## src/rtl/mdio_cfg_pkg.sv

```systemverilog
`timescale 1ns/1ps
package mdio_cfg_pkg;
   localparam int REG_W   = 32;
   localparam int DATA_W  = 16;
   localparam int ADDR_W  = 5;
   localparam int GO_BIT  = 0;
   localparam int OP_LSB  = 2;
   localparam int RNG_LSB = 8;
   localparam int RA_LSB  = 16;
   localparam int PA_LSB  = 21;

   typedef enum logic [1:0] {
      OPC_NONE  = 2'd0,
      OPC_WRITE = 2'd1,
      OPC_RSVD  = 2'd2,
      OPC_READ  = 2'd3
   } mgmt_op_e;

   function automatic logic op_is_valid(input logic [1:0] op);
      return (op == OPC_WRITE) || (op == OPC_READ);
   endfunction
endpackage

```

## src/rtl/mdio_mdc_div.sv

```systemverilog
`timescale 1ns/1ps
module mdio_mdc_div #(
   parameter int CNT_W = 5
) (
   input  logic             clk,
   input  logic             rst_n,
   input  logic             run,
   input  logic [CNT_W-1:0] half_len,
   output logic             mdc,
   output logic             rise_now,
   output logic             fall_now
);
   localparam logic [CNT_W-1:0] ONE = CNT_W'(1);

   logic [CNT_W-1:0] cnt_q;
   logic             mdc_q;
   logic             phase_end;

   assign phase_end = run && (cnt_q == (half_len - ONE));
   assign rise_now  = phase_end && !mdc_q;
   assign fall_now  = phase_end && mdc_q;
   assign mdc       = mdc_q;

   always_ff @(posedge clk or negedge rst_n) begin
      if (!rst_n) begin
         cnt_q <= '0;
         mdc_q <= 1'b0;
      end else if (!run) begin
         cnt_q <= '0;
         mdc_q <= 1'b0;
      end else if (phase_end) begin
         cnt_q <= '0;
         mdc_q <= !mdc_q;
      end else begin
         cnt_q <= cnt_q + ONE;
      end
   end
endmodule

```

## src/rtl/mdio_frame_seq.sv

```systemverilog
`timescale 1ns/1ps
module mdio_frame_seq #(
   parameter int PRE_LEN = 32,
   parameter int DATA_W  = 16,
   parameter int ADDR_W  = 5
) (
   input  logic              clk,
   input  logic              rst_n,
   input  logic              start,
   input  logic              rd_op,
   input  logic [ADDR_W-1:0] pa,
   input  logic [ADDR_W-1:0] ra,
   input  logic [DATA_W-1:0] wdata,
   input  logic              rise_now,
   input  logic              fall_now,
   input  logic              mdio_in,
   output logic              running,
   output logic              mdio_o,
   output logic              mdio_oe,
   output logic              done,
   output logic [DATA_W-1:0] rdata
);
   localparam int FL       = PRE_LEN + 6 + 2 * ADDR_W + DATA_W;
   localparam int IDX_W    = $clog2(FL);
   localparam int TA_IDX   = FL - DATA_W - 2;
   localparam int DATA_IDX = FL - DATA_W;
   localparam logic [IDX_W-1:0] LAST_I = IDX_W'(FL - 1);
   localparam logic [IDX_W-1:0] TA_I   = IDX_W'(TA_IDX);
   localparam logic [IDX_W-1:0] DAT_I  = IDX_W'(DATA_IDX);

   logic [FL-1:0]     sh_q;
   logic [FL-1:0]     frame_w;
   logic [IDX_W-1:0]  idx_q;
   logic [IDX_W-1:0]  nxt_idx;
   logic              run_q, rd_q, drv_q, oe_q;
   logic [DATA_W-1:0] cap_q;
   logic              last_bit;

   assign frame_w  = {{PRE_LEN{1'b1}}, 2'b01,
                      (rd_op ? 2'b10 : 2'b01), pa, ra,
                      (rd_op ? 2'b11 : 2'b10),
                      (rd_op ? {DATA_W{1'b1}} : wdata)};
   assign nxt_idx  = idx_q + IDX_W'(1);
   assign last_bit = (idx_q == LAST_I);
   assign done     = run_q && fall_now && last_bit;
   assign running  = run_q;
   assign mdio_o   = drv_q;
   assign mdio_oe  = oe_q;
   assign rdata    = cap_q;

   always_ff @(posedge clk or negedge rst_n) begin
      if (!rst_n) begin
         sh_q  <= '1;
         idx_q <= '0;
         run_q <= 1'b0;
         rd_q  <= 1'b0;
         drv_q <= 1'b1;
         oe_q  <= 1'b0;
         cap_q <= '0;
      end else if (start && !run_q) begin
         sh_q  <= frame_w;
         idx_q <= '0;
         run_q <= 1'b1;
         rd_q  <= rd_op;
         drv_q <= frame_w[FL-1];
         oe_q  <= 1'b1;
      end else if (run_q) begin
         if (rise_now && rd_q && (idx_q >= DAT_I))
            cap_q <= {cap_q[DATA_W-2:0], mdio_in};
         if (fall_now) begin
            if (last_bit) begin
               run_q <= 1'b0;
               oe_q  <= 1'b0;
               drv_q <= 1'b1;
            end else begin
               idx_q <= nxt_idx;
               sh_q  <= {sh_q[FL-2:0], 1'b1};
               drv_q <= sh_q[FL-2];
               oe_q  <= !rd_q || (nxt_idx < TA_I);
            end
         end
      end
   end


   rd_release_chk: assert property (@(posedge clk) disable iff (!rst_n)
      (run_q && rd_q && (idx_q >= TA_I)) |-> !oe_q);
endmodule

```

## src/rtl/mdio_mgmt_master.sv

```systemverilog
`timescale 1ns/1ps
module mdio_mgmt_master
   import mdio_cfg_pkg::*;
#(
   parameter int PRE_LEN     = 32,
   parameter int RANGE_W     = 4,
   parameter int HALF_STEP   = 1,
   parameter int SYNC_STAGES = 0
) (
   input  logic             clk,
   input  logic             rst_n,
   input  logic             wr_en,
   input  logic             wr_sel,
   input  logic [REG_W-1:0] wr_data,
   input  logic             rd_sel,
   output logic [REG_W-1:0] rd_data,
   output logic             mdc_o,
   output logic             mdio_o,
   output logic             mdio_oe,
   input  logic             mdio_i
);
   localparam int CNT_W = $clog2((2 ** RANGE_W) * HALF_STEP + 1);

   if (PRE_LEN < 1) begin : g_bad_pre
      $error("PRE_LEN must be at least 1");
   end
   if ((RANGE_W < 1) || (RANGE_W > 8)) begin : g_bad_rng
      $error("RANGE_W must lie in 1..8");
   end
   if ((SYNC_STAGES < 0) || (HALF_STEP <= SYNC_STAGES)) begin : g_bad_step
      $error("HALF_STEP must exceed SYNC_STAGES");
   end

   logic [1:0]         op_q;
   logic [ADDR_W-1:0]  pa_q, ra_q;
   logic [RANGE_W-1:0] rng_q;
   logic               busy_q;
   logic [DATA_W-1:0]  data_q;
   logic [REG_W-1:0]   ctrl_word;
   logic [CNT_W-1:0]   half_len;
   logic               ctl_wr, dat_wr, launch;
   logic [1:0]         wr_op;
   logic               mdio_in_s;
   logic               seq_run, seq_done, rise_now, fall_now;
   logic [DATA_W-1:0]  seq_rdata;
   logic               unused_wr;

   assign unused_wr = ^wr_data;
   assign ctl_wr    = wr_en && !wr_sel;
   assign dat_wr    = wr_en && wr_sel;
   assign wr_op     = wr_data[OP_LSB +: 2];
   assign launch    = ctl_wr && !busy_q && wr_data[GO_BIT] && op_is_valid(wr_op);
   assign half_len  = CNT_W'((int'(rng_q) + 1) * HALF_STEP);

   if (SYNC_STAGES == 0) begin : g_nosync
      assign mdio_in_s = mdio_i;
   end else begin : g_sync
      logic st_q [SYNC_STAGES];
      always_ff @(posedge clk or negedge rst_n) begin
         if (!rst_n) begin
            for (int k = 0; k < SYNC_STAGES; k++) st_q[k] <= 1'b1;
         end else begin
            st_q[0] <= mdio_i;
            for (int k = 1; k < SYNC_STAGES; k++) st_q[k] <= st_q[k-1];
         end
      end
      assign mdio_in_s = st_q[SYNC_STAGES-1];
   end

   always_ff @(posedge clk or negedge rst_n) begin
      if (!rst_n) begin
         op_q   <= '0;
         pa_q   <= '0;
         ra_q   <= '0;
         rng_q  <= '0;
         busy_q <= 1'b0;
         data_q <= '0;
      end else begin
         if (ctl_wr && !busy_q) begin
            op_q  <= wr_op;
            pa_q  <= wr_data[PA_LSB +: ADDR_W];
            ra_q  <= wr_data[RA_LSB +: ADDR_W];
            rng_q <= wr_data[RNG_LSB +: RANGE_W];
         end
         if (launch)
            busy_q <= 1'b1;
         else if (seq_done)
            busy_q <= 1'b0;
         if (dat_wr && !busy_q)
            data_q <= wr_data[DATA_W-1:0];
         else if (seq_done && (op_q == OPC_READ))
            data_q <= seq_rdata;
      end
   end

   always_comb begin
      ctrl_word                      = '0;
      ctrl_word[GO_BIT]              = busy_q;
      ctrl_word[OP_LSB +: 2]         = op_q;
      ctrl_word[RNG_LSB +: RANGE_W]  = rng_q;
      ctrl_word[RA_LSB +: ADDR_W]    = ra_q;
      ctrl_word[PA_LSB +: ADDR_W]    = pa_q;
   end

   assign rd_data = rd_sel ? {{(REG_W-DATA_W){1'b0}}, data_q} : ctrl_word;

   mdio_mdc_div #(.CNT_W(CNT_W)) u_div (
      .clk      (clk),
      .rst_n    (rst_n),
      .run      (seq_run),
      .half_len (half_len),
      .mdc      (mdc_o),
      .rise_now (rise_now),
      .fall_now (fall_now)
   );

   mdio_frame_seq #(.PRE_LEN(PRE_LEN), .DATA_W(DATA_W), .ADDR_W(ADDR_W)) u_seq (
      .clk      (clk),
      .rst_n    (rst_n),
      .start    (launch),
      .rd_op    (wr_op == OPC_READ),
      .pa       (wr_data[PA_LSB +: ADDR_W]),
      .ra       (wr_data[RA_LSB +: ADDR_W]),
      .wdata    (data_q),
      .rise_now (rise_now),
      .fall_now (fall_now),
      .mdio_in  (mdio_in_s),
      .running  (seq_run),
      .mdio_o   (mdio_o),
      .mdio_oe  (mdio_oe),
      .done     (seq_done),
      .rdata    (seq_rdata)
   );


   idle_quiet_chk: assert property (@(posedge clk) disable iff (!rst_n)
      !busy_q |-> (!mdc_o && !mdio_oe));


   mdio_on_fall_chk: assert property (@(posedge clk) disable iff (!rst_n)
      (seq_run && $past(seq_run) && (mdio_o != $past(mdio_o))) |-> ($past(mdc_o) && !mdc_o));


   busy_ignore_chk: assert property (@(posedge clk) disable iff (!rst_n)
      (wr_en && busy_q) |=> ($stable(pa_q) && $stable(ra_q) && $stable(op_q) &&
                             $stable(rng_q) && $stable(data_q)));


   bad_op_chk: assert property (@(posedge clk) disable iff (!rst_n)
      (ctl_wr && !busy_q && wr_data[GO_BIT] && !wr_op[0]) |=> !busy_q);


   busy_end_chk: assert property (@(posedge clk) disable iff (!rst_n)
      $fell(busy_q) |-> ($past(mdc_o) && !mdc_o));
endmodule

```

## config.mk

```make
export PLATFORM = sky130hd
export DESIGN_NAME = mdio_mgmt_master
export DESIGN_NICKNAME = d
export VERILOG_FILES = /design/src/rtl/mdio_cfg_pkg.sv /design/src/rtl/mdio_mdc_div.sv /design/src/rtl/mdio_frame_seq.sv /design/src/rtl/mdio_mgmt_master.sv
export SDC_FILE = /design/constraint.sdc
export NUM_CORES = 1
export LEC_CHECK = 0
export BUFFER_PORTS_ARGS = -buffer_cell sky130_fd_sc_hd__clkbuf_2
export CORE_ASPECT_RATIO = 1.75
export CORE_MARGIN = 3
export CORE_UTILIZATION = 65
export CTS_BUF_LIST = sky130_fd_sc_hd__clkbuf_4
export CTS_CLUSTER_DIAMETER = 100
export DETAILED_ROUTE_END_ITERATION = 10
export PLACE_DENSITY = 0.95
export SYNTH_ARGS = -nofsm -noshare
export SYNTH_HDL_FRONTEND = slang
export SYNTH_HIERARCHICAL = 1
export SYNTH_SLANG_ARGS = --single-unit
```

## constraint.sdc

```tcl
create_clock -name clk -period 7.6 [get_ports clk]
set_input_delay 0.76 -clock clk [delete_from_list [all_inputs] [get_ports clk]]
set_output_delay 0.76 -clock clk [all_outputs]
set_load 0.005 [all_outputs]
```

==> impl.org <==
** Cells and area
- Cells with a size suffix above 1 make up between 30 and 40% of the layout.
- Count of fill cells added during filler insertion :: 585
- 0 antenna diodes ended up in the layout.
- Area Growth Syn to Fin :: 9.93%
- Summing all multi-input logic gate instances after layout gives 0.00252 mm2.
- Cell area after layout :: about 0.0067 mm2
- Seq. cell area :: 0.00328 mm2
- Nets@finish :: 691

** STA
- Share of the clock period used by the worst path after layout :: 56.6%
- For the pin with the worst max-slew slack, the measured transition is 1250 ps.
- Setup repair after global routing left no endpoint under its margin.
- Final setup TNS :: 0 ps
- Worst slew margin :: between 10% and 20%
- Based on the critical path, the design can be clocked at up to 233 MHz.
- Minimum clock period after layout :: 4300 ps
- Setup slack closes at ~3300 ps.
- Max-slew violations :: 0
- Layout Skew :: about 15 ps
- Hold Slack :: 295 ps
- Setup violations remaining at the end of the flow were counted as 0.
- The count of final hold-check violations is 0.

** Worst setup path
- Minimum setup slack among reg-to-reg paths :: 3300 ps
- Start-to-end type of the worst setup path :: register to register
- Cells along the critical path :: ha_1 > inv_1 > ha_1 > nor2b_1 > or3_4 > a311oi_4 > and3_1 > nand2_1 > a31oi_4 > buf_4 > mux2_2 > mux2i_1
- Slowest-stage cell, CP :: a31oi_4
- Following the worst setup path forward leads to its endpoint at u_seq/idx_q[3].
- For the worst flop-to-flop path, the logic depth is 12.
- Required time at the worst-slack endpoint :: a little over 8000 ps
- FF-to-FF End :: u_seq/idx_q[3]
- The worst setup path is launched from a register.
- Worst setup path start :: rng_q[1]
- Slowest cell delay on critical path :: about 630 ps
- The worst register-to-register path begins at rng_q[1].
- Along the worst path, the maximum fanout reaches slightly above 40.
- Data on the critical path arrives at its endpoint at roughly 4800 ps.
- Counting stages on the worst path, the most repeated cell is ha_1.
- Critical path endpoint category :: register

** Clocking
- After clock tree synthesis, the clock-pin slew on the worst setup and hold paths is ~110 ps.
- The clock reaches the later pin of the worst-skew pair after 530 ps.
- Post-CTS Setup Inserts :: 0
- Post-cts gate resize count :: 0
- CTS Hold Bufs :: 0
- Root cell of the clock tree :: clkbuf_4
- In this run the deepest clock path goes through 2 buffers.
- Clock H-tree levels :: 4
- Clock tree synthesis inserted a total of 17 buffers.
- Number of sinks handled by clock tree synthesis :: 128
- TritonCTS built the clock tree.

** Synthesis
- Synth warn :: 6
- The synthesized design contains 128 register bits.
- Yosys mapped the design onto 50 distinct sky130hd cell types.
- After synthesis, flip-flops and latches occupy 54.0% of the total area.
- Proportion of synthesized area in mux cells :: 7.70%
- Simple-gate portion of the synthesized area :: 20.6%
- Proportion of register bits with asynchronous set or reset after synthesis :: 100%
- Share of synthesized cell area in full adder, half adder and majority cells :: 1.01%
- Synth Cell Area :: slightly above 0.006 mm2
- The synthesized netlist devotes 10.1% of its cell area to compound gates.
- By area, the combinational part of the netlist is dominated by simple AND/OR/NAND/NOR gates.
- Of the total synthesized cell area, the portion taken by XOR and XNOR cells is 1.44%.
- Synth Instances :: 606
- Main synth FF type :: dfstp_2
- Number of enable-type register cells in the synthesized netlist :: 0
- Post-synthesis area per instance :: between 10 and 15 um2

** Die
- Std-Cell Rows :: 46
- The die covers approximately 0.011 mm2.
- The die is 79.1 um wide.
- The total area inside the core boundary comes to 0.00909 mm2.
- Initial core utilization :: approximately two thirds
- Top-level port count :: 73
- Die Span Y :: 134 um

** Drt
- Number of vias in the routed layout :: 4,894
- Count of antenna-violating nets left after detailed routing :: 0
- After the first detailed-routing iteration, the DRC count stood at between 500 and 600.
- For this run, design rule violations remaining after detail routing come to 0.
- In the routed layout, each cell is associated on average with a via count of 6.26.
- Wires add up to 14,600 um.
- Post-DR wirelength/cell :: 18.6 um
- Before antenna repair, the detailed router went through 5 iterations.

** Power
- Power per unit of standard cell area :: around 350 mW/mm2
- VDD sags by at most 282 uV.
- The completed layout was analyzed and its total power is around 2.3 mW.
- For this design the static power due to leakage is about 3 nW.

** Global route
- The via count of the first global-routing pass came to 5,011.
- Overall track demand over capacity in global routing :: between 20% and 30%
- Remaining global-route overflow :: 0
- Number of antenna violations at the first check in global routing :: 0
- Maximum number of pins on one net before global-route repair :: 68
- The first global-routing pass estimated 23,900 um of wire.

** Job
- Number of max-cap violations :: 0

** Run status
- Outcome :: complete, no violations

** Placed design
- Total of buffers placed on input and output ports :: 60
- Instance area at placement :: 0.00632 mm2
- Summed over all nets, the half-perimeter wirelength after detailed placement is approximately 9100 um.
- GPL Wtd Cong :: 0.838
- Timing analysis after detailed placement gives a worst setup slack of between 3000 and 4000 ps.

** Worst hold path
- Worst min path class :: input pin to async pin
[routing by layer]
| layer | routed length, um | track usage, % | up-vias |
|---|---|---|---|
| met2 | 7810 | 49.7 | 263 |
| li1 | - | - | 2138 |
| met5 | 0 | 0 | - |
| met3 | 845 | 6.45 | 69 |
| met1 | 5130 | 32.7 | 2424 |
| met4 | 778 | 17.4 | 0 |
[report_power, final]
part           internal [mW]  switching (mW)  total (mW)  leakage (nW)
Clock                  0.336           0.249       0.584         0.190
Sequential             0.964           0.170        1.13          1.45
Combinational          0.283           0.309       0.591          1.35
[cell usage after synthesis, types with 2 or more instances]
master,instances,area share (%)
nand2_1,154,9.5
dfrtp_1,64,26
dfstp_2,64,28
mux2_2,38,7.0
o21ai_0,34,2.8
a31oi_1,32,3.3
nor2_1,25,1.5
nand3_1,24,2.0
clkbuf_1,17,1.1
nor3_1,17,1.4
nor2b_1,14,1.4
and2_1,12,1.2
buf_2,11,0.91
a22oi_1,10,1.2
buf_4,8,0.99
buf_6,8,1.5
inv_1,7,0.43
and3_1,6,0.62
xnor2_1,5,0.72
xor2_1,5,0.72
a21oi_1,4,0.33
ha_1,4,0.82
mux2i_1,4,0.66
nand2b_1,4,0.41
nor3b_1,4,0.49
a221o_1,3,0.49
and3b_1,3,0.43
clkbuf_2,2,0.16
o21ai_1,2,0.16
[how the worst min path moves through the flow]
stage	start	endpoint	cells after the start	slack, ps
floorplan	u_seq/sh_q[32]	u_seq/sh_q[33]	2	430
global placement	u_seq/sh_q[52]	u_seq/sh_q[53]	2	440
detailed placement	u_seq/sh_q[51]	u_seq/sh_q[52]	2	450
CTS	rst_n	u_seq/rdata[4]	1	290
global route	rst_n	u_seq/rdata[4]	1	320
finish	rst_n	u_seq/rdata[6]	1	290
[cell type report]
| class | count | area share, % |
|---|---|---|
| Tap cell | 120 | 2.25 |
| Clock buffer | 20 | 2.25 |
| Sequential cell | 128 | 49.2 |
| Inverter | 7 | 0.393 |
| Clock inverter | 12 | 3.18 |
| Multi-Input combinational cell | 430 | 37.7 |
| Timing Repair Buffer | 65 | 5.10 |
[flip-flops by register name (all words and copies together) (netlist names), 2 cells and up]
signal       flops
data_q          16
op_q             2
pa_q             5
ra_q             5
rng_q            4
u_div/cnt_q      5
u_seq/idx_q      6
u_seq/rdata     16
u_seq/sh_q      63
[cell families (layout without fill, tap and decap cells)]
kind of cell             after synthesis  count (layout)
AO/OA/AOI/OAI                         94              94
XOR/XNOR                              10              10
adder cells (fa/ha/maj)                5               5
buffers and inverters                 53             104
flip-flops                           128             128
multiplexers                          42              42
other                                  1               6
AND/OR/NAND/NOR                      273             273
[critical path: cells and delay by family, from the launching register on]
family                     cells  cell delay [ps]
muxes                          2              540
AOI/OAI and AO/OA              2             1140
DFF                            1              430
and+or+nand+nor                4             1000
buffers and inverters          2              570
adders and majority gates      2              530
[stage by stage]
stage | utilization [%] | instances
2_1_floorplan | - | 611
3_3_place_gp | 69.5 | 750
3_5_place_dp | 69.5 | 750
4_1_cts | 73.4 | 782
5_1_grt | 73.4 | 782
6_report | 73.4 | 782
[placed cells by master (no fill, tap or decap), types with 20 or more instances in the layout]
master    count
mux2_2       38
nor2_1       25
dfstp_2      64
dfrtp_1      64
o21ai_0      34
clkbuf_2     59
nand2_1     154
a31oi_1      32
nand3_1      24
clkbuf_4     20
(Power assumes the default switching activity.)
